`config.mk`:
```
export PLATFORM = sky130hd
export DESIGN_NAME = bscan_chain
export DESIGN_NICKNAME = d
export VERILOG_FILES = /design/src/rtl/bscan_pkg.sv /design/src/rtl/bscan_cell.sv /design/src/rtl/bscan_upd.sv /design/src/rtl/bscan_pin_mux.sv /design/src/rtl/bscan_chain.sv
export SDC_FILE = /design/constraint.sdc
export NUM_CORES = 1
export LEC_CHECK = 0
export BUFFER_PORTS_ARGS = -buffer_cell sky130_fd_sc_hd__buf_2
export CORE_ASPECT_RATIO = 1.4
export CORE_MARGIN = 5
export CORE_UTILIZATION = 40
export DETAILED_ROUTE_END_ITERATION = 7
export PLACE_DENSITY = 0.65
export SLEW_MARGIN = 10
export SYNTH_ARGS = -nofsm -noshare
export SYNTH_HDL_FRONTEND = slang
export SYNTH_SLANG_ARGS = --single-unit
```
`constraint.sdc`:
```
create_clock -name tck -period 2.75 [get_ports tck]
set_input_delay 0.4125 -clock tck [delete_from_list [all_inputs] [get_ports tck]]
set_output_delay 0.4125 -clock tck [all_outputs]
set_load 0.02 [all_outputs]
```
`src/rtl/bscan_pkg.sv`:
```
package bscan_pkg;
  function automatic int chain_len(input int n_in, input int n_out);
    return n_in + 2 * n_out;
  endfunction

  function automatic int data_pos(input int n_in, input int pad);
    return n_in + 2 * pad;
  endfunction

  function automatic int en_pos(input int n_in, input int pad);
    return n_in + 2 * pad + 1;
  endfunction
endpackage

```
`src/rtl/bscan_cell.sv`:
```
module bscan_cell (
  input  logic tck,
  input  logic trst_n,
  input  logic cap_en,
  input  logic shift_en,
  input  logic cap_d,
  input  logic ser_d,
  output logic q
);
  always_ff @(posedge tck or negedge trst_n) begin
    if (!trst_n)       q <= 1'b0;
    else if (cap_en)   q <= cap_d;
    else if (shift_en) q <= ser_d;
  end
endmodule

```
`src/rtl/bscan_upd.sv`:
```
module bscan_upd (
  input  logic tck,
  input  logic trst_n,
  input  logic upd_en,
  input  logic d,
  output logic q
);
  always_ff @(negedge tck or negedge trst_n) begin
    if (!trst_n)     q <= 1'b0;
    else if (upd_en) q <= d;
  end
endmodule

```
`src/rtl/bscan_pin_mux.sv`:
```
module bscan_pin_mux (
  input  logic ext_mode,
  input  logic core_d,
  input  logic core_en,
  input  logic lat_d,
  input  logic lat_en,
  output logic pin_d,
  output logic pin_en
);
  always_comb begin
    if (ext_mode) begin
      pin_d  = lat_d;
      pin_en = lat_en;
    end else begin
      pin_d  = core_d;
      pin_en = core_en;
    end
  end
endmodule

```
`src/rtl/bscan_chain.sv`:
```
module bscan_chain #(
  parameter int N_IN  = 4,
  parameter int N_OUT = 3
) (
  input  logic             tck,
  input  logic             trst_n,
  input  logic             cap_en,
  input  logic             shift_en,
  input  logic             upd_en,
  input  logic             ext_mode,
  input  logic             scan_in,
  output logic             scan_out,
  input  logic [N_OUT-1:0] core_out,
  input  logic [N_OUT-1:0] core_oe,
  output logic [N_IN-1:0]  core_in,
  input  logic [N_IN-1:0]  pin_in,
  output logic [N_OUT-1:0] pin_out,
  output logic [N_OUT-1:0] pin_oe
);
  import bscan_pkg::*;

  localparam int LEN = chain_len(N_IN, N_OUT);

  logic [LEN-1:0]   cap_vec;
  logic [LEN-1:0]   chain_q;
  logic [LEN-1:0]   ser_vec;
  logic [N_OUT-1:0] dat_lat;
  logic [N_OUT-1:0] en_lat;

  assign ser_vec  = {scan_in, chain_q[LEN-1:1]};
  assign scan_out = chain_q[0];
  assign core_in  = pin_in;

  for (genvar i = 0; i < N_IN; i++) begin : g_in
    assign cap_vec[i] = pin_in[i];
  end

  for (genvar j = 0; j < N_OUT; j++) begin : g_out
    localparam int DP = data_pos(N_IN, j);
    localparam int EP = en_pos(N_IN, j);

    assign cap_vec[DP] = pin_out[j];
    assign cap_vec[EP] = pin_oe[j];

    bscan_upd u_dat (
      .tck(tck), .trst_n(trst_n), .upd_en(upd_en),
      .d(chain_q[DP]), .q(dat_lat[j])
    );
    bscan_upd u_en (
      .tck(tck), .trst_n(trst_n), .upd_en(upd_en),
      .d(chain_q[EP]), .q(en_lat[j])
    );
    bscan_pin_mux u_mux (
      .ext_mode(ext_mode), .core_d(core_out[j]), .core_en(core_oe[j]),
      .lat_d(dat_lat[j]), .lat_en(en_lat[j]),
      .pin_d(pin_out[j]), .pin_en(pin_oe[j])
    );
  end

  for (genvar k = 0; k < LEN; k++) begin : g_cell
    bscan_cell u_cell (
      .tck(tck), .trst_n(trst_n), .cap_en(cap_en), .shift_en(shift_en),
      .cap_d(cap_vec[k]), .ser_d(ser_vec[k]), .q(chain_q[k])
    );
  end
endmodule

```
==> results.md <==
Status:
- The run finished, with violations left.
- The checks that failed: negative setup slack.

Critical path:
- The largest delay contributor family on the critical path is flip-flops.
- The largest individual stage delay along the critical path comes from the cell sky130_fd_sc_hd__dfrtn_1.
- At the worst endpoint, the arrival time is 2.41 ns.
- The depth of the worst register-to-register path is 3.
- The category of the worst setup path capture point is an output port.
- The startpoint-to-endpoint class of the critical path is flip-flop to output port.
- The data required time of the critical path is 2.34 ns.
- In this run the register-to-register setup slack is 0.27 ns.
- The startpoint type of the worst setup path is a flip-flop.
- The highest cell delay on the worst timing path is 0.34 ns.
- The reg-to-reg critical path startpoint is g_out[0].u_en.q$_DFFE_NN0P_.
- The combined buffer and inverter count along the critical path is 1.
- Traced cell by cell, the critical path runs through mux2_4 -> buf_6.
- The worst register-to-register path ends at g_cell[5].u_cell.q$_DFFE_PN0P_.
- Along the worst path, the maximum fanout reaches 2.

Synth:
- The top-area cell type share of the netlist area is 0.284.
- By area the synthesized netlist is led by sky130_fd_sc_hd__dfrtp_1 28%, sky130_fd_sc_hd__dfrtn_1 17%, sky130_fd_sc_hd__mux2_2 15%.
- The number of synthesized flops with an enable pin is 0.
- Yosys printed 0 warnings.
- The post-synthesis cell type with the largest combined area is sky130_fd_sc_hd__dfrtp_1.
- The post-synthesis async set-or-reset flop share is 1.00.
- The cell count after synthesis came out at 66.
- Of the synthesized area, sequential elements account for 0.454.
- Counting every net in the synthesized netlist gives 83.
- The library cell with the highest instance count after synthesis is sky130_fd_sc_hd__mux2_2.
- The post-synthesis register bit count is 16.
- Sorting the synthesized cells by how often they occur yields 12 x sky130_fd_sc_hd__mux2_2, 10 x sky130_fd_sc_hd__buf_4, 10 x sky130_fd_sc_hd__dfrtp_1, 8 x sky130_fd_sc_hd__mux2_4, 6 x sky130_fd_sc_hd__dfrtn_1.
- Summing every instance area after synthesis gives 882 µm².
- In the synthesized netlist the dominant register cell turns out to be sky130_fd_sc_hd__dfrtp_1.
- The number of distinct library cells after synthesis is 12.
- The average instance area after synthesis is 13.4 µm².

Global route:
- The total routing usage reported by global routing is 0.101.
- After global routing the overflow that remains totals 0.
- The wire length of the first global-routing pass is 2550 µm.
- The number of global-route vias before repair is 548.
- The largest net degree at the start of global routing is 17.
- The initial antenna violation count is 0.

Placed design:
- The congestion estimate from routability-driven global placement came to 0.685.
- The post-placement setup slack is 0.211 ns.
- The post-detailed-placement cell area is 938 µm².
- During placement, the flow inserted port buffers numbering 27.

Cells and area:
- After routing the design area is 1030 µm².
- The net count of the finished layout is 103.
- 0 antenna diodes ended up in the layout.
- The fraction of layout instances using a drive strength above 1 is 0.624.
- The final core utilization is 0.477.
- Relative to the synthesized area, the layout overhead comes to 16.5%.

Clocking:
- The number of clock buffers added by TritonCTS is 3.
- The count of H-tree levels built during CTS is 1.
- The sink count of the clock tree is 16.
- After clock tree synthesis, the clock-pin slew on the worst setup and hold paths is 0.09 ns.
- The clock tree root buffer cell is sky130_fd_sc_hd__clkbuf_4.
- The clock latency on the worst-skew pair is 0.28 ns.
- The maximum clock insertion buffer count is 2.
- TritonCTS built the clock tree.

Pwr:
- The worst-case IR drop observed on VDD is 0.287 mV.
- In this run the static leakage power is 0.508 nW.
- The total power density per cell area is 677 nW/µm².

Timing:
- The clock arrives with 0.00434 ns of skew.
- The worst pin sits at a relative slew slack of 0.770.
- The number of setup violations in the final report is 6.
- The worst slack on hold paths is 0.0211 ns.
- The number of endpoints with negative hold slack in the final report is 0.
- At the pin with the least slew margin, the transition time is 0.344 ns.
- In the post-route analysis, the smallest setup slack over all paths is -0.0715 ns.
- Setup repair after global routing could not meet its margin everywhere.
- The max-slew violation total from the final report is 0.

Routing:
- The sum of routed wire length over all layers is 1470 µm.
- For this run, the detailed router's first-pass iteration total came to 4.
- The number of DRC markers in iteration 0 is 3.
- After detailed routing, the number of remaining DRC violations is 0.
- In the final routed layout, each cell accounts on average for 13.8 µm.
- Once detail routing completed, the nets flagged for antenna violations numbered 0.
- The total via count after detailed routing is 513.
- The via density per instance is 4.79.

Floorplanning:
- The die extent in x is 49.7 µm.
- For this design the top-level I/O count stands at 28.
- The die area is 3260 µm².
- The die height is 65.6 µm.
- After floorplanning, the core was divided into 20 placement rows.
- The effective utilization at floorplan is 0.410.
- The core outline area is 2150 µm².

Job:
- The tool flagged a number of max-cap violations equal to 0.

Hold path:
- The type of the tightest min-delay check is input pin to async pin.
logic make-up after synthesis:
group	after synthesis	synth area share
AO/OA/AOI/OAI	4	0.0227
buffers and inverters	14	0.121
flip-flops	16	0.454
multiplexers	28	0.386
AND/OR/NAND/NOR	4	0.0170
layout make-up:
class / instances / area, µm²
fillers: 214 / 1120
flip-flops and latches: 16 / 400
multi-input cells: 36 / 375
repair buffers: 29 / 188
clock buffers: 4 / 36.3
well taps: 22 / 27.5
state kept, by name, summed over array words and instances (netlist names):
signal	cells
g_out.u_en.q	3
g_cell.u_cell.q	10
g_out.u_dat.q	3
metal layers:
metal / vias to the layer above / track usage / part of all wire
met5: - / 0 / 0
met4: 0 / 0.0393 / 0
met3: 0 / 0.0340 / 0.086
met2: 16 / 0.169 / 0.50
met1: 237 / 0.116 / 0.41
li1: 260 / - / -
placed cells by master, fill, tap and decap left out:
master	n
sky130_fd_sc_hd__o21ai_1	4
sky130_fd_sc_hd__clkbuf_8	1
sky130_fd_sc_hd__clkbuf_4	3
sky130_fd_sc_hd__dfrtn_1	6
sky130_fd_sc_hd__mux2_2	12
sky130_fd_sc_hd__mux2i_1	4
sky130_fd_sc_hd__nand2_1	4
sky130_fd_sc_hd__mux2_4	8
sky130_fd_sc_hd__dfrtp_1	10
sky130_fd_sc_hd__buf_6	6
sky130_fd_sc_hd__mux2_1	4
sky130_fd_sc_hd__buf_4	2
sky130_fd_sc_hd__buf_2	21
how the worst max path moves through the flow:
stage	from	slack [ns]	cells past startpoint	end
2_1_floorplan	upd_en	0.24	2	g_out[0].u_dat.q$_DFFE_NN0P_
3_3_place_gp	g_out[0].u_en.q$_DFFE_NN0P_	0.22	2	pin_oe[0]
3_5_place_dp	g_out[0].u_en.q$_DFFE_NN0P_	0.21	2	pin_oe[0]
4_1_cts	g_out[1].u_en.q$_DFFE_NN0P_	-0.08	2	pin_oe[1]
5_1_grt	g_out[1].u_en.q$_DFFE_NN0P_	-0.11	2	pin_oe[1]
6_report	g_out[1].u_en.q$_DFFE_NN0P_	-0.07	2	pin_oe[1]
report_power, final:
group	internal, mW	switching (mW)	total [mW]
registers	0.291	0.0300	0.321
logic	0.136	0.0883	0.224
clock network	0.0805	0.0695	0.150
what timing repair did:
item                       in CTS  in global routing
setup endpoints to repair       6                  6
pin swaps                       0                  0
hold buffers                    0                  0
setup buffers                   1                  1
gates resized for setup        12                  0
worst reg2reg max path: stages (launching register included):
cell                      delay (ns)
sky130_fd_sc_hd__dfrtn_1        0.35
sky130_fd_sc_hd__mux2_4         0.27
sky130_fd_sc_hd__buf_4          0.13
sky130_fd_sc_hd__mux2_2         0.25
metrics by stage:
step           cells  setup TNS, ns  total power, mW
3_5_place_dp     101              0            0.522
6_report         107         -0.368            0.696
2_1_floorplan     66              0            0.493
5_1_grt          107         -0.598            0.739
4_1_cts          106         -0.456            0.705
3_3_place_gp     101              0            0.516
No activity file was read; power rests on OpenSTA's default activity.
